`config.mk`:
```
export PLATFORM = sky130hd
export DESIGN_NAME = fuse_trim_loader
export DESIGN_NICKNAME = d
export VERILOG_FILES = /design/src/rtl/fuse_trim_pkg.sv /design/src/rtl/fuse_trim_timer.sv /design/src/rtl/fuse_trim_seq.sv /design/src/rtl/fuse_trim_loader.sv
export SDC_FILE = /design/constraint.sdc
export NUM_CORES = 1
export LEC_CHECK = 0
export BUFFER_PORTS_ARGS = -buffer_cell sky130_fd_sc_hd__buf_2
export CORE_ASPECT_RATIO = 1.4
export CORE_MARGIN = 2
export CORE_UTILIZATION = 50
export CTS_CLUSTER_SIZE = 14
export DETAILED_ROUTE_END_ITERATION = 8
export GPL_TIMING_DRIVEN = 0
export HOLD_SLACK_MARGIN = 0.03
export PLACE_DENSITY = 0.79
export SLEW_MARGIN = 15
export SYNTH_ARGS = -nofsm -noshare
export SYNTH_HDL_FRONTEND = slang
export SYNTH_SLANG_ARGS = --single-unit
```
`constraint.sdc`:
```
create_clock -name clk -period 2.6 [get_ports clk]
set_input_delay 0.52 -clock clk [delete_from_list [all_inputs] [get_ports clk]]
set_output_delay 0.52 -clock clk [all_outputs]
set_load 0.02 [all_outputs]
```
`src/rtl/fuse_trim_pkg.sv`:
```
package fuse_trim_pkg;
  typedef enum logic [2:0] {
    ST_IDLE,
    ST_WAIT_SUPPLY,
    ST_SENSE,
    ST_LATCH,
    ST_SETTLE,
    ST_READY,
    ST_FAULT
  } trim_state_t;
endpackage

```
`src/rtl/fuse_trim_timer.sv`:
```
// Cycle counter: cleared synchronously, advances while enabled.
module fuse_trim_timer #(
  parameter int CNT_W = 8
) (
  input  logic             clk,
  input  logic             rst_n,
  input  logic             clear,
  input  logic             advance,
  output logic [CNT_W-1:0] count
);
  always_ff @(posedge clk or negedge rst_n) begin
    if (!rst_n)       count <= '0;
    else if (clear)   count <= '0;
    else if (advance) count <= count + 1'b1;
  end
endmodule

```
`src/rtl/fuse_trim_seq.sv`:
```
// Load sequence state machine.
module fuse_trim_seq
  import fuse_trim_pkg::*;
#(
  parameter int SENSE_TMO = 64,
  parameter int TMO_W     = 7,
  parameter int SET_W     = 8
) (
  input  logic             clk,
  input  logic             rst_n,
  input  logic             enable,
  input  logic             supply_ok,
  input  logic             sense_done,
  input  logic [TMO_W-1:0] tmo_cnt,
  input  logic [SET_W-1:0] set_cnt,
  input  logic [SET_W-1:0] settle_len,
  output trim_state_t      state
);
  localparam logic [TMO_W-1:0] TMO_LAST = TMO_W'(SENSE_TMO - 1);

  trim_state_t nxt;
  logic        settle_done;

  // Zero length behaves as one cycle.
  assign settle_done = ({1'b0, set_cnt} + 1'b1) >= {1'b0, settle_len};

  always_comb begin
    nxt = state;
    if (!enable) begin
      nxt = ST_IDLE;
    end else begin
      unique case (state)
        ST_IDLE:        nxt = ST_WAIT_SUPPLY;
        ST_WAIT_SUPPLY: if (supply_ok) nxt = ST_SENSE;
        ST_SENSE: begin
          if (!supply_ok)               nxt = ST_IDLE;
          else if (sense_done)          nxt = ST_LATCH;
          else if (tmo_cnt == TMO_LAST) nxt = ST_FAULT;
        end
        ST_LATCH:  nxt = supply_ok ? ST_SETTLE : ST_IDLE;
        ST_SETTLE: begin
          if (!supply_ok)       nxt = ST_IDLE;
          else if (settle_done) nxt = ST_READY;
        end
        ST_READY:  if (!supply_ok) nxt = ST_IDLE;
        ST_FAULT:  if (!supply_ok) nxt = ST_IDLE;
        default:   nxt = ST_IDLE;
      endcase
    end
  end

  always_ff @(posedge clk or negedge rst_n) begin
    if (!rst_n) state <= ST_IDLE;
    else        state <= nxt;
  end
endmodule

```
`src/rtl/fuse_trim_loader.sv`:
```
// Top: fuse-to-trim loader with gated ready release.
module fuse_trim_loader
  import fuse_trim_pkg::*;
#(
  parameter int FUSE_W    = 25,
  parameter int TRIM_W    = 32,
  parameter int SET_W     = 8,
  parameter int SENSE_TMO = 64
) (
  input  logic              clk,
  input  logic              rst_n,
  input  logic              enable,
  input  logic              supply_ok,
  input  logic [FUSE_W-1:0] fuse_bits,
  input  logic              sense_done,
  input  logic [SET_W-1:0]  settle_len,
  output logic              sense_req,
  output logic [TRIM_W-1:0] trim_code,
  output logic              dev_ready,
  output logic              sense_err
);
  localparam int TMO_W = $clog2(SENSE_TMO + 1);

  trim_state_t       state;
  logic [TMO_W-1:0]  tmo_cnt;
  logic [SET_W-1:0]  set_cnt;
  logic [TRIM_W-1:0] fuse_ext;
  logic [TRIM_W-1:0] trim_q;

  generate
    if (TRIM_W > FUSE_W) begin : g_pad
      assign fuse_ext = {{(TRIM_W - FUSE_W){1'b0}}, fuse_bits};
    end else begin : g_cut
      assign fuse_ext = fuse_bits[TRIM_W-1:0];
    end
  endgenerate

  fuse_trim_seq #(
    .SENSE_TMO (SENSE_TMO),
    .TMO_W     (TMO_W),
    .SET_W     (SET_W)
  ) u_seq (
    .clk        (clk),
    .rst_n      (rst_n),
    .enable     (enable),
    .supply_ok  (supply_ok),
    .sense_done (sense_done),
    .tmo_cnt    (tmo_cnt),
    .set_cnt    (set_cnt),
    .settle_len (settle_len),
    .state      (state)
  );

  fuse_trim_timer #(.CNT_W(TMO_W)) u_tmo (
    .clk     (clk),
    .rst_n   (rst_n),
    .clear   (state != ST_SENSE),
    .advance (1'b1),
    .count   (tmo_cnt)
  );

  fuse_trim_timer #(.CNT_W(SET_W)) u_settle (
    .clk     (clk),
    .rst_n   (rst_n),
    .clear   (state != ST_SETTLE),
    .advance (1'b1),
    .count   (set_cnt)
  );

  // Volatile trim store: lost in idle, written only in the latch state.
  always_ff @(posedge clk or negedge rst_n) begin
    if (!rst_n)                 trim_q <= '0;
    else if (state == ST_IDLE)  trim_q <= '0;
    else if (state == ST_LATCH) trim_q <= fuse_ext;
  end

  assign sense_req = (state == ST_SENSE) || (state == ST_LATCH);
  assign dev_ready = (state == ST_READY);
  assign sense_err = (state == ST_FAULT);
  assign trim_code = dev_ready ? trim_q : '0;
endmodule

```
Word level (Yosys, flattened, before mapping)
Index checks and enable logic that the tools add are counted.
{"block": "classes", "add_sub_neg": 3, "multipliers": 0, "div_mod_pow": 0, "magnitude_cmp": 1, "n_eq_ne": 13, "n_shift": 0, "muxes": 15, "bitwise_logic": 0, "n_reduce_logical": 5}
{"op": "2-to-1 mux 32 bit", "count": 3}
{"op": "2-to-1 mux 3 bit", "count": 9}
{"op": "case mux 3 bit (6 select lines)", "count": 1}
{"op": "adder 8 x 1 -> 9 bit (second input constant)", "count": 1}
{"op": "equality test 3 bit (second input constant)", "count": 3}
{"op": ">= comparator 9 x 8 -> 1 bit", "count": 1}
{"op": "inequality test 3 bit (second input constant)", "count": 3}
{"op": "adder 8 x 1 -> 8 bit (second input constant)", "count": 1}
{"op": "2-to-1 mux 8 bit", "count": 1}
{"op": "adder 7 x 1 -> 7 bit (second input constant)", "count": 1}
{"op": "equality test 7 x 6 -> 1 bit (second input constant)", "count": 1}
{"op": "2-to-1 mux 7 bit", "count": 1}
{"op": "equality test 3 x 2 -> 1 bit (second input constant)", "count": 2}
{"op": "inequality test 5 x 4 -> 1 bit (second input constant)", "count": 1}
{"op": "inequality test 4 x 3 -> 1 bit (second input constant)", "count": 1}
{"op": "AND reduction 4 bit", "count": 1}
{"op": "equality test 3 x 1 -> 1 bit (second input constant)", "count": 1}
{"op": "logical NOT 3 bit", "count": 1}
{"op": "inequality test 3 x 2 -> 1 bit (second input constant)", "count": 1}
{"op": "nonzero test 2 bit", "count": 1}
{"op": "OR reduction 2 bit", "count": 1}
{"op": "logical OR 1 bit", "count": 1}
{"block": "word_totals", "ff_bits": 50, "latchBits": 0, "ram_bits": 0, "rom_bits": 0, "out_inout_bits": 35, "wordCells": 41, "n_memories": 0}

Depth between registers and ports, before layout
{"block": "depth", "ltp_word": 6, "mapped_depth": 10}

Modules after synthesis
A second synthesis with hierarchy kept.
{"block": "unflattened", "hier_cells": 295, "hier_area_um2": 2677.6}
{"mod": "fuse_trim_loader", "instances": 1, "cells_each": 159, "area_each_um2": 1438.9}
{"mod": "fuse_trim_seq", "instances": 1, "cells_each": 70, "area_each_um2": 534.3}
{"mod": "fuse_trim_timer (u_settle)", "instances": 1, "cells_each": 37, "area_each_um2": 396.6}
{"mod": "fuse_trim_timer (u_tmo)", "instances": 1, "cells_each": 29, "area_each_um2": 307.8}

Worst setup path before layout
No wires, ideal clock.
{"block": "synth_path", "kind": "flip-flop to flip-flop", "startpoint": "reg u_settle.count[2]", "endpoint": "reg u_seq.state[0]", "arrival_ns": 1.997, "required_ns": 2.467, "path_slack_ns": 0.470, "stages_incl_launch_ff": 10, "path_buffers": 0, "period_less_slack_ns": 2.130, "cell_sequence": "dfrtp_1 and3_1 and3_1 xor2_1 ha_1 a21o_1 a2111oi_4 o21ai_2 o2111ai_1 o22ai_1"}
{"block": "synth_via", "elab_chain_cells": 4}
{"element": "from (decl)", "line_no": "fuse_trim_timer.sv:9", "rtl": "output logic [CNT_W-1:0] count"}
{"element": "from (signal assigned)", "line_no": "fuse_trim_timer.sv:14", "rtl": "else if (advance) count <= count + 1'b1;"}
{"element": "adder 8 x 1 -> 9 bit", "line_no": "fuse_trim_seq.sv:25", "rtl": "assign settle_done = ({1'b0, set_cnt} + 1'b1) >= {1'b0, settle_len};"}
{"element": ">= comparator 9 x 8 -> 1 bit", "line_no": "fuse_trim_seq.sv:25"}
{"element": "inequality test 4 x 3 -> 1 bit (no line)"}
{"element": "AND reduction 4 bit (no line)"}
{"element": "to (signal assigned)", "line_no": "fuse_trim_seq.sv:54", "rtl": "else state <= nxt;"}
{"element": "to (decl)", "line_no": "fuse_trim_seq.sv:17", "rtl": "output trim_state_t state"}
No other way between the ends.
A chain may end at the register's enable or synchronous reset.

Worst setup path in the final report
Ends and elaborated chain as after synthesis.

==> results.json <==
{
  "chipWidth_microns": 61.1,
  "synthDistinctLibCells": 34,
  "use_met1_pct": 28.0,
  "postSynthRegisterBits": 43,
  "synth.cells.most_frequent": "sky130_fd_sc_hd__dfrtp_1 (43), sky130_fd_sc_hd__and3_1 (28), sky130_fd_sc_hd__a22o_1 (25)",
  "synth_async_sr_flop_share_pct": 100,
  "io_pins": 73,
  "timing.setup.tns_ps": 0,
  "cp_cell_instances": "and3_1, and3_1, nand3_1, xnor2_1, ha_1, and3_1, nand3_1, o21ai_0, o2111ai_1, o22ai_1",
  "cp.required_ps": 2830,
  "port-buffer-count": 65,
  "cts_hold_buffers": 0,
  "fmaxAchievable_mhz": 417,
  "diodes": 0,
  "cap_violations": 0,
  "power.share.sequential_pct": 45.3,
  "synthMostInstantiatedCell": "sky130_fd_sc_hd__dfrtp_1",
  "tritoncts_num_sinks": 43,
  "bufs_on_longest_clock_path": 2,
  "placementRows": 29,
  "critical_path.endpoint_type": "flip-flop",
  "final_layout_size_suffix_gt1_share_pct": 29.6,
  "synth_flop_cell": "sky130_fd_sc_hd__dfrtp_1",
  "synthesis.area_sq_um": 2280,
  "drt_first_pass_iters": 4,
  "crit_path_start_kind": "flip-flop",
  "totalWireLength_microns": 4970,
  "cts.htree.levels": 2,
  "min_hold_slack_ps": 345,
  "layout.cells.non_filler": 363,
  "syn_area_per_cell_sq_um": 10.3,
  "synth.top_cell.area_share_pct": 47.1,
  "dp_hpwl_microns": 3670,
  "route.detailed.drc": 0,
  "global_route.usage.total_pct": 21.4,
  "timing.hold.worst.class": "in2async",
  "critical_path_peak_fanout": 4,
  "hold_viol_final": 0,
  "grt_pass1_vias": 1894,
  "numPlacedInstances": 355,
  "tritoncts": "built",
  "grt_antenna_before_repair": 0,
  "globalRouteMet3Util_pct": 5.89,
  "fp.dieH_microns": 84.0,
  "grt.met2_usage_pct": 33.8,
  "netSwitchingFraction_pct": 35.9,
  "dieArea_sq_um": 5130,
  "final_max_slew_viol_count": 0,
  "outcome": "complete, no violations",
  "synth_enable_flop_cells": 0,
  "post_drt_wl_per_cell_microns": 13.7,
  "layout.nets": 348,
  "grt_first_pass_wirelength_microns": 8430,
  "core_area_sq_um": 4460,
  "total_leakage_power_nw": 1.63,
  "worst_ep_arrival_time_ps": 2630,
  "synth.yosys.warnings": 0,
  "grt_setup_unrepaired": "no",
  "clk_pin_slew_worst_paths_ps": 90,
  "area.growth.synth_to_final_pct": 22.8,
  "cell_types_with_the_largest_area_share_after_synthesis": "sky130_fd_sc_hd__dfrtp_1 (47%), sky130_fd_sc_hd__a22o_1 (9.6%), sky130_fd_sc_hd__and3_1 (7.7%), sky130_fd_sc_hd__ha_1 (5.5%), sky130_fd_sc_hd__and2b_1 (2.6%)",
  "share_clk_of_total_power_pct": 24.5,
  "timing.clock.skew_ps": 8.20,
  "global_route.overflow_total": 0,
  "combPwrFrac_pct": 30.1,
  "period_needed_ps": 2400,
  "routed-via-count": 1888,
  "timing_worst_slew_pin_value_ps": 953,
  "peakVddDrop_mv": 0.518,
  "crit_path_top_delay_cell": "sky130_fd_sc_hd__dfrtp_1",
  "clock_latency_at_the_later_pin_of_the_worst_skew_pair_ps": 300,
  "critPathKind": "reg2reg",
  "cell_internal_power_mw": 1.14,
  "numCtsBuffers": 5,
  "max_slew_margin_pct": 36.5,
  "initial_core_util_pct": 51.2,
  "power_per_cell_area_nw_per_um2": 637,
  "setup-violations-final": 0,
  "drt.antenna.violating_nets": 0,
  "post-synth-top-area-cell": "sky130_fd_sc_hd__dfrtp_1",
  "cp_common_cell": "sky130_fd_sc_hd__and3_1",
  "slowest_delay_ps": 410,
  "vias_per_cell": 5.20,
  "cts_root_buf": "sky130_fd_sc_hd__clkbuf_8",
  "min_period_over_period_pct": 92.3,
  "maximum_number_of_pins_on_one_net_before_global_route_repair": 44,
  "p_switching_mw": 0.642,
  "gp_congestion": 0.828,
  "drt-initial-drc-count": 34,
  "top_usage_layer": "met2",
  "synth_seq_area_share_pct": 47.1,
  "syn_inst": 222
}
==> per-layer routing <==
layer  up-vias  routed length [microns]
met5         -                        0
met1       904                     2060
met4         0                       66
met2        56                     2540
met3         5                      301
li1        923                        -
==> critical path: cells and delay by family, from the launching register on <==
kind | cells | cell delay (ps)
fa+ha+maj | 1 | 330
xor+xnor | 1 | 150
flops | 1 | 410
compound gates | 3 | 630
simple gates | 5 | 810
==> through the flow <==
step / setup WS, ps / power [mW] / util (%) / instance area (sq um)
after floorplan: 470 / 1.18 / - / 2310
after global placement: 265 / 1.34 / 60.7 / 2710
after detailed placement: 203 / 1.36 / 60.7 / 2710
after CTS: 94.7 / 1.79 / 62.8 / 2800
after global routing: 42.6 / 1.91 / 62.9 / 2810
final: 200 / 1.79 / 62.9 / 2810
==> cell type report <==
class	instances	area, sq um
Buffer	22	126
Tap cell	62	77.6
Clock inverter	3	25.0
Fill cell	401	1660
Multi-Input combinational cell	153	1070
Sequential cell	43	1080
Inverter	10	37.5
Clock buffer	5	68.8
Timing Repair Buffer	65	325
==> power by group through the flow <==
stage / registers (mW) / clock network (mW) / logic [mW]
after floorplan: 0.802 / 0 / 0.380
after global placement: 0.817 / 0 / 0.520
after detailed placement: 0.818 / 0 / 0.539
after CTS: 0.809 / 0.448 / 0.537
after global routing: 0.822 / 0.486 / 0.601
final: 0.810 / 0.438 / 0.538
==> path summary, 6_finish.rpt <==
check | from | end | slack [ps] | depth (start not counted)
hold / removal | rst_n | trim_q[22] | 350 | 1
min in group clk | fuse_bits[16] | trim_q[16] | 430 | 2
setup / recovery | u_settle.count[2] | u_seq.state[0] | 200 | 10
max in group asynchronous | rst_n | u_seq.state[2] | 1650 | 1
setup reg to reg | u_settle.count[2] | u_seq.state[0] | 200 | 10
hold reg to reg | trim_q[11] | trim_q[11] | 500 | 1
==> cells in the final DEF (no fill, tap or decap) <==
master                       netlist  final
sky130_fd_sc_hd__buf_2             3     68
sky130_fd_sc_hd__dfrtp_1          43     43
sky130_fd_sc_hd__and3_1           28     28
sky130_fd_sc_hd__a22o_1           25     25
sky130_fd_sc_hd__inv_1            10     10
sky130_fd_sc_hd__nand3_1          10     10
sky130_fd_sc_hd__nor2_1           10     10
sky130_fd_sc_hd__ha_1             10     10
sky130_fd_sc_hd__buf_4             8      8
sky130_fd_sc_hd__and2b_1           8      8
sky130_fd_sc_hd__nand2_1           8      8
sky130_fd_sc_hd__clkbuf_1         10      8
sky130_fd_sc_hd__o21ai_0           7      7
sky130_fd_sc_hd__conb_1            1      7
sky130_fd_sc_hd__xor2_1            5      5
sky130_fd_sc_hd__xnor2_1           5      5
sky130_fd_sc_hd__clkbuf_8          0      5
sky130_fd_sc_hd__a21oi_1           4      4
sky130_fd_sc_hd__and2_1            4      4
sky130_fd_sc_hd__or3_1             3      3
sky130_fd_sc_hd__nor2b_1           3      3
sky130_fd_sc_hd__nand2b_1          2      2
sky130_fd_sc_hd__clkbuf_2          0      2
sky130_fd_sc_hd__a21o_1            2      2
sky130_fd_sc_hd__o22ai_1           2      2
sky130_fd_sc_hd__clkinv_4          0      2
sky130_fd_sc_hd__or3b_1            1      1
sky130_fd_sc_hd__buf_6             1      1
sky130_fd_sc_hd__or2b_1            1      1
sky130_fd_sc_hd__nand4b_1          1      1
sky130_fd_sc_hd__o311a_1           1      1
sky130_fd_sc_hd__a2111oi_4         1      1
sky130_fd_sc_hd__o21ai_2           1      1
sky130_fd_sc_hd__a31oi_1           1      1
sky130_fd_sc_hd__o2111ai_1         1      1
sky130_fd_sc_hd__o211ai_1          1      1
sky130_fd_sc_hd__nand3b_1          1      1
sky130_fd_sc_hd__clkinvlp_4        0      1
==> what timing repair did <==
| item | CTS | global route |
|---|---|---|
| resized for setup | 0 | 4 |
| setup endpoints to repair | 0 | 20 |
| setup buffers | 0 | 0 |
==> flip-flops by register name, summed over array words and instances (netlist names) <==
name,flops
trim_q,25
u_seq.state,3
u_settle.count,8
u_tmo.count,7
==> kinds of logic (layout without fill, tap and decap cells) <==
kind of cell	after synthesis	count (layout)	synth area share, %
xor+xnor	10	10	3.83
fa+ha+maj	10	10	5.48
simple gates	80	80	20.2
other cells	1	7	0.164
buf+inv	32	105	7.06
flops	43	43	47.1
compound gates	46	46	16.2
Note: power is estimated with default switching activity, not from simulation.
